--- config.mk ---
export PLATFORM = sky130hd
export DESIGN_NAME = spi24_reg_master
export DESIGN_NICKNAME = d
export VERILOG_FILES = /design/src/rtl/spi24_pkg.sv /design/src/rtl/spi24_phase_timer.sv /design/src/rtl/spi24_frame_engine.sv /design/src/rtl/spi24_sequencer.sv /design/src/rtl/spi24_reg_master.sv
export SDC_FILE = /design/constraint.sdc
export NUM_CORES = 1
export LEC_CHECK = 0
export BUFFER_PORTS_ARGS = -buffer_cell sky130_fd_sc_hd__buf_2
export CORE_UTILIZATION = 50
export DETAILED_ROUTE_END_ITERATION = 8
export PLACE_DENSITY = 0.7
export SETUP_SLACK_MARGIN = 0.3
export SLEW_MARGIN = 0
export SYNTH_ARGS = -nofsm -noshare
export SYNTH_HDL_FRONTEND = slang
export SYNTH_HIERARCHICAL = 1
export SYNTH_SLANG_ARGS = --single-unit
export TNS_END_PERCENT = 30
--- constraint.sdc ---
create_clock -name clk -period 3.62 [get_ports clk]
set_input_delay 0.724 -clock clk [delete_from_list [all_inputs] [get_ports clk]]
set_output_delay 0.724 -clock clk [all_outputs]
set_load 0.01 [all_outputs]
--- src/rtl/spi24_pkg.sv ---
package spi24_pkg;
  localparam int FRAME_BITS = 24;
  localparam int REG_W      = 8;
  localparam int VAL_W      = 16;
  localparam int BIT_IW     = $clog2(FRAME_BITS);

  localparam logic [7:0] PFX_SELECT = 8'h70;
  localparam logic [7:0] PFX_WRITE  = 8'h72;
  localparam logic [7:0] PFX_READ   = 8'h73;

  typedef enum logic [2:0] {
    PH_IDLE, PH_LEAD, PH_LOW, PH_HIGH, PH_TAIL, PH_GAP
  } phase_t;

  typedef enum logic [1:0] {
    SQ_IDLE, SQ_SELECT, SQ_DATA
  } seq_t;
endpackage

--- src/rtl/spi24_phase_timer.sv ---
module spi24_phase_timer #(
  parameter int CW = 4
) (
  input  logic          clk,
  input  logic          rst_n,
  input  logic          load,
  input  logic [CW-1:0] len,
  output logic          expired
);
  logic [CW-1:0] cnt;

  always_ff @(posedge clk or negedge rst_n) begin
    if (!rst_n)          cnt <= '0;
    else if (load)       cnt <= len;
    else if (cnt != '0)  cnt <= cnt - 1'b1;
  end

  assign expired = (cnt == '0);
endmodule

--- src/rtl/spi24_frame_engine.sv ---
module spi24_frame_engine
  import spi24_pkg::*;
#(
  parameter int HALF_DIV  = 13,
  parameter int GUARD_DIV = 50,
  parameter bit HAS_MISO  = 1'b1
) (
  input  logic                  clk,
  input  logic                  rst_n,
  input  logic                  start,
  input  logic [FRAME_BITS-1:0] word,
  output logic                  fin,
  output logic [VAL_W-1:0]      rx_low,
  output logic                  cs_n,
  output logic                  sclk,
  output logic                  mosi,
  input  logic                  miso
);
  localparam int LONGEST = (HALF_DIV > GUARD_DIV) ? HALF_DIV : GUARD_DIV;
  localparam int CW      = $clog2(LONGEST + 1);
  localparam logic [CW-1:0] HALF_LEN  = CW'(HALF_DIV - 1);
  localparam logic [CW-1:0] GUARD_LEN = CW'(GUARD_DIV - 1);

  phase_t ph, ph_nxt;
  logic   expired, step, last_bit, miso_eff;
  logic [CW-1:0]         len_nxt;
  logic [FRAME_BITS-1:0] tx_sh;
  logic [VAL_W-1:0]      rx_sh;
  logic [BIT_IW-1:0]     bit_idx;

  generate
    if (HAS_MISO) begin : g_miso
      assign miso_eff = miso;
    end else begin : g_no_miso
      assign miso_eff = 1'b0;
    end
  endgenerate

  assign last_bit = (bit_idx == BIT_IW'(FRAME_BITS - 1));

  always_comb begin
    ph_nxt = ph;
    unique case (ph)
      PH_IDLE: if (start)   ph_nxt = PH_LEAD;
      PH_LEAD: if (expired) ph_nxt = PH_LOW;
      PH_LOW:  if (expired) ph_nxt = PH_HIGH;
      PH_HIGH: if (expired) ph_nxt = last_bit ? PH_TAIL : PH_LOW;
      PH_TAIL: if (expired) ph_nxt = PH_GAP;
      PH_GAP:  if (expired) ph_nxt = PH_IDLE;
      default:              ph_nxt = PH_IDLE;
    endcase
  end

  assign step = (ph_nxt != ph);

  always_comb begin
    unique case (ph_nxt)
      PH_LOW, PH_HIGH:          len_nxt = HALF_LEN;
      PH_LEAD, PH_TAIL, PH_GAP: len_nxt = GUARD_LEN;
      default:                  len_nxt = '0;
    endcase
  end

  spi24_phase_timer #(.CW(CW)) u_timer (
    .clk     (clk),
    .rst_n   (rst_n),
    .load    (step),
    .len     (len_nxt),
    .expired (expired)
  );

  always_ff @(posedge clk or negedge rst_n) begin
    if (!rst_n) begin
      ph      <= PH_IDLE;
      tx_sh   <= '0;
      rx_sh   <= '0;
      bit_idx <= '0;
    end else begin
      ph <= ph_nxt;
      if (ph == PH_IDLE && start) begin
        tx_sh   <= word;
        bit_idx <= '0;
      end
      if (ph == PH_LOW && expired)
        rx_sh <= {rx_sh[VAL_W-2:0], miso_eff};
      if (ph == PH_HIGH && expired && !last_bit) begin
        tx_sh   <= {tx_sh[FRAME_BITS-2:0], 1'b0};
        bit_idx <= bit_idx + 1'b1;
      end
    end
  end

  assign fin    = (ph == PH_GAP) && expired;
  assign rx_low = rx_sh;
  assign cs_n   = (ph == PH_IDLE) || (ph == PH_GAP);
  assign sclk   = (ph != PH_LOW);
  assign mosi   = (ph inside {PH_LOW, PH_HIGH, PH_TAIL}) ? tx_sh[FRAME_BITS-1] : 1'b1;

  // checker state: rising clock edges seen in the current select window
  logic [BIT_IW:0] rise_cnt;
  logic            sclk_q;
  always_ff @(posedge clk or negedge rst_n) begin
    if (!rst_n) begin
      rise_cnt <= '0;
      sclk_q   <= 1'b1;
    end else begin
      sclk_q <= sclk;
      if (cs_n)                rise_cnt <= '0;
      else if (sclk && !sclk_q) rise_cnt <= rise_cnt + 1'b1;
    end
  end

  assert_clk_parks_high_R5: assert property (@(posedge clk) disable iff (!rst_n)
    cs_n |-> sclk);
  assert_mosi_steady_R5: assert property (@(posedge clk) disable iff (!rst_n)
    (sclk && $past(sclk) && !cs_n && !$past(cs_n)) |-> $stable(mosi));
  assert_frame_bits_R2: assert property (@(posedge clk) disable iff (!rst_n)
    $rose(cs_n) |-> (rise_cnt == (BIT_IW+1)'(FRAME_BITS)));
endmodule

--- src/rtl/spi24_sequencer.sv ---
module spi24_sequencer
  import spi24_pkg::*;
(
  input  logic                  clk,
  input  logic                  rst_n,
  input  logic                  req_valid,
  output logic                  req_ready,
  input  logic                  req_write,
  input  logic [REG_W-1:0]      req_reg,
  input  logic [VAL_W-1:0]      req_wdata,
  output logic                  done,
  output logic [VAL_W-1:0]      rdata,
  output logic                  frame_start,
  output logic [FRAME_BITS-1:0] frame_word,
  input  logic                  frame_fin,
  input  logic [VAL_W-1:0]      frame_rx
);
  seq_t             st;
  logic             is_read;
  logic [VAL_W-1:0] val_q;

  always_ff @(posedge clk or negedge rst_n) begin
    if (!rst_n) begin
      st          <= SQ_IDLE;
      is_read     <= 1'b0;
      val_q       <= '0;
      frame_start <= 1'b0;
      frame_word  <= '0;
      done        <= 1'b0;
      rdata       <= '0;
    end else begin
      frame_start <= 1'b0;
      done        <= 1'b0;
      unique case (st)
        SQ_IDLE: if (req_valid) begin
          is_read     <= !req_write;
          val_q       <= req_wdata;
          frame_word  <= {PFX_SELECT, {(VAL_W-REG_W){1'b0}}, req_reg};
          frame_start <= 1'b1;
          st          <= SQ_SELECT;
        end
        SQ_SELECT: if (frame_fin) begin
          frame_word  <= is_read ? {PFX_READ, {VAL_W{1'b0}}} : {PFX_WRITE, val_q};
          frame_start <= 1'b1;
          st          <= SQ_DATA;
        end
        SQ_DATA: if (frame_fin) begin
          done  <= 1'b1;
          rdata <= is_read ? frame_rx : '0;
          st    <= SQ_IDLE;
        end
        default: st <= SQ_IDLE;
      endcase
    end
  end

  assign req_ready = (st == SQ_IDLE);

  assert_done_single_R8: assert property (@(posedge clk) disable iff (!rst_n)
    done |=> !done);
  assert_accept_drops_ready_R7: assert property (@(posedge clk) disable iff (!rst_n)
    (req_valid && req_ready) |=> !req_ready);
endmodule

--- src/rtl/spi24_reg_master.sv ---
module spi24_reg_master
  import spi24_pkg::*;
#(
  parameter int HALF_DIV  = 13,
  parameter int GUARD_DIV = 50,
  parameter bit HAS_MISO  = 1'b1
) (
  input  logic        clk,
  input  logic        rst_n,
  input  logic        req_valid,
  output logic        req_ready,
  input  logic        req_write,
  input  logic [7:0]  req_reg,
  input  logic [15:0] req_wdata,
  output logic        done,
  output logic [15:0] rdata,
  output logic        spi_cs_n,
  output logic        spi_clk,
  output logic        spi_mosi,
  input  logic        spi_miso
);
  logic                  f_start, f_fin;
  logic [FRAME_BITS-1:0] f_word;
  logic [VAL_W-1:0]      f_rx;

  spi24_sequencer u_seq (
    .clk         (clk),
    .rst_n       (rst_n),
    .req_valid   (req_valid),
    .req_ready   (req_ready),
    .req_write   (req_write),
    .req_reg     (req_reg),
    .req_wdata   (req_wdata),
    .done        (done),
    .rdata       (rdata),
    .frame_start (f_start),
    .frame_word  (f_word),
    .frame_fin   (f_fin),
    .frame_rx    (f_rx)
  );

  spi24_frame_engine #(
    .HALF_DIV  (HALF_DIV),
    .GUARD_DIV (GUARD_DIV),
    .HAS_MISO  (HAS_MISO)
  ) u_engine (
    .clk    (clk),
    .rst_n  (rst_n),
    .start  (f_start),
    .word   (f_word),
    .fin    (f_fin),
    .rx_low (f_rx),
    .cs_n   (spi_cs_n),
    .sclk   (spi_clk),
    .mosi   (spi_mosi),
    .miso   (spi_miso)
  );

  assert_ready_bus_quiet_R7: assert property (@(posedge clk) disable iff (!rst_n)
    req_ready |-> spi_cs_n);
  assert_start_on_idle_bus_R6: assert property (@(posedge clk) disable iff (!rst_n)
    f_start |-> spi_cs_n);
endmodule

==> impl_metrics.py <==
metrics = {
    "cts": {
        "cts_max_level": 3,
        "post-cts-setup-buffers": 0,
        "cts_made_buffers": 9,
        "cts_sinks": 110,
        "cts_resized": 0,
        "cts_root_buffer": "clkbuf_8",
        "cts_tree": "built",
        "cts_buffer_depth": 2,
        "holdBufCountCts": 0,
        "path_clk_slew_ps": 100,
        "clk_latency_ps": 370,
    },
    "logic_synthesis": {
        "synthMuxAreaShare": 0.1169,
        "yosys.area_share.simple": 0.1344,
        "ys_seq_area_frac": 0.5496,
        "ys_async_sr_fraction": 1.000,
        "avgSynthCellArea_um2": 11.78,
        "syn_inst": 425,
        "synthFlopType": "dfrtp_1",
        "synth_xor_xnor_area_share": 0.008743,
        "synth_top_area_share": 0.5496,
        "yosys.area.top_type": "dfrtp_1",
        "synthAdderAreaFrac": 0.007494,
        "synth_cell_types": 53,
        "ys_warn_count": 6,
        "synth_top_family_by_area": "simple AND/OR/NAND/NOR gates",
        "yosys_register_bits": 110,
        "synth_area_mm2": 0.005009,
        "synth_compound_area_frac": 0.1307,
        "synth-edff-count": 0,
        "synthTopCellsByArea": "dfrtp_1 55%, mux2_2 11%, a221o_1 4.6%",
    },
    "sta": {
        "slew_headroom": 0.3906,
        "finalSetupTns_ps": 0,
        "rsz0062_at_grt": "no",
        "min_period_ps": 3097,
        "setup_violations": 0,
        "max_clock_freq_mhz": 322.9,
        "slew_viol_final": 0,
        "tightest_slew_ps": 896.3,
        "skew_ps": 13.76,
        "finalHoldViolCount": 0,
        "timing.final.crit_share": 0.8555,
    },
    "pwr": {
        "clkPwrFrac": 0.212,
        "switching_share": 0.3013,
        "vdd_drop_max_mv": 0.3055,
        "p_per_area_mw_per_mm2": 606.2,
        "power_mw": 3.307,
        "power.sequential.fraction": 0.545,
        "internal-power_mw": 2.310,
        "switching_power_uw": 996.3,
        "p_comb_frac": 0.243,
        "p_leak_nw": 2.524,
    },
    "layout": {
        "drive_above_1_share": 0.2888,
        "nNetsFinal": 494,
        "fin_area_mm2": 0.005455,
        "antenna_cells": 0,
        "area_delta_synth_final_pct": 8.918,
        "fin_cells": 597,
        "final_cell_mix": "110 x dfrtp_1, 49 x nand2_1, 49 x mux2_2",
        "final_common_cell": "dfrtp_1",
    },
    "critical_path": {
        "cp-end-kind": "register",
        "cp_data_arrival_time_ps": 3360,
        "path_class": "register to register",
        "cp_max_fo": 19,
        "cp.required_ps": 3880,
        "start_kind": "register",
    },
    "drt": {
        "vias": 3177,
        "drc": 0,
        "totalWireLength_um": 8787,
        "drt-initial-drc-count": 206,
        "dr.pass1.iters": 4,
        "wire_per_inst_um": 14.72,
        "ant_nets": 0,
        "via_per_inst": 5.322,
    },
    "grt": {
        "grt_pass1_wl_um": 15110,
        "grt_usage": 0.1901,
        "grt.overflow.total": 0,
        "grt_max_degree": 68,
        "grt_pass1_vias": 3089,
        "antenna_found_initial": 0,
    },
    "floorplan": {
        "die_y_um": 102.1,
        "initial_utilization": 0.5148,
        "ios": 50,
        "num_rows": 36,
        "fp.dieW_um": 102.1,
        "core_mm2": 0.009729,
        "dieArea_mm2": 0.01042,
    },
    "worst_hold_path": {
        "hp-class": "primary input to asynchronous set/reset pin",
    },
    "placed_design": {
        "placed_area_mm2": 0.005279,
        "gp_congestion": 0.7944,
        "dp_cells": 584,
        "dp_hpwl_um": 6032,
        "portBuffers": 49,
    },
    "job": {
        "max_cap_viol_count": 0,
    },
    "status": {
        "status": "finished, final reports clean",
    },
}
==> metal layers <==
metal,GRT usage,share of wire
met5,0,0
met4,0.07253,0.016
met3,0.04241,0.028
met2,0.2912,0.46
met1,0.2658,0.49
==> metrics by stage <==
| step | worst slack, ps | utilization | hold slack [ps] |
|---|---|---|---|
| final | 523.3 | 0.5607 | 434.4 |
| after global routing | 310.8 | 0.5607 | 498.0 |
| after CTS | 542.2 | 0.5607 | 458.7 |
| after detailed placement | 578.9 | 0.5426 | 465.0 |
| after global placement | 706.9 | 0.5426 | 460.8 |
| after floorplan | 1115 | - | 428.4 |
==> cells by family after synthesis <==
group	after synthesis
AO/OA/AOI/OAI	87
adder cells (fa/ha/maj)	3
XOR/XNOR	5
AND/OR/NAND/NOR	122
flip-flops	110
multiplexers	52
other	2
buffers and inverters	44
==> power groups by stage <==
stage / Combinational [mW] / Clock (mW) / Sequential (mW)
floorplan: 0.757 / 0 / 1.71
global placement: 0.767 / 0 / 1.81
detailed placement: 0.812 / 0 / 1.82
CTS: 0.812 / 0.724 / 1.80
global route: 0.907 / 0.772 / 1.85
finish: 0.802 / 0.701 / 1.80
==> sequential cells by signal (all words and copies together) (netlist names) <==
name / flops
u_engine/u_timer/cnt: 6
u_seq/rdata: 16
u_seq/frame_word: 19
u_engine/rx_low: 16
u_seq/done: 1
u_engine/tx_sh: 24
u_engine/bit_idx: 5
u_seq/st: 2
u_engine/ph: 3
u_seq/val_q: 16
u_seq/frame_start: 1
u_seq/is_read: 1
==> worst max-delay path, stage by stage (launching register included) <==
cell and delay [ps]:
dfrtp_1 450, nor4_2 380, and2_4 300, nand2_1 160, nor3b_1 570, mux2i_2 400, nor2_4 340, mux2_2 380
==> area by class of cell <==
| class | instances | area [um2] |
|---|---|---|
| Clock buffer | 11 | 141.4 |
| Clock inverter | 2 | 35.03 |
| Fill cell | 880 | 4274 |
| Inverter | 12 | 45.04 |
| Multi-Input combinational cell | 273 | 2014 |
| Sequential cell | 110 | 2753 |
| Tap cell | 133 | 166.4 |
| Timing Repair Buffer | 56 | 300.3 |
==> worst paths after layout <==
path	startpoint	end	slack, ps	depth (start not counted)
min	rst_n	u_seq/done	430	1
max	u_engine/u_timer/cnt[2]	u_seq/frame_word[7]	520	7
max reg2reg	u_engine/u_timer/cnt[2]	u_seq/frame_word[7]	520	7
min reg2reg	u_seq/rdata[11]	u_seq/rdata[11]	480	2
min in group clk	u_seq/rdata[11]	u_seq/rdata[11]	480	2
max in group asynchronous	rst_n	u_engine/tx_sh[20]	2360	2
==> cell usage after synthesis (all sizes together) (2+ instances only) <==
cell and instances:
nor2b 9, dfrtp 110, a211oi 4, a21oi 4, conb 2, xor2 2
o31ai 12, mux2i 3, mux2 49, xnor2 3, nor2 11, ha 3
nor3 5, a221o 23, nand2 49, a221oi 2, inv 12, nand3 3
nand3b 2, o21ai 31, clkbuf 8, nor3b 5, a21o 2, and2 25
nand2b 5, buf 24
(Power assumes the default switching activity.)
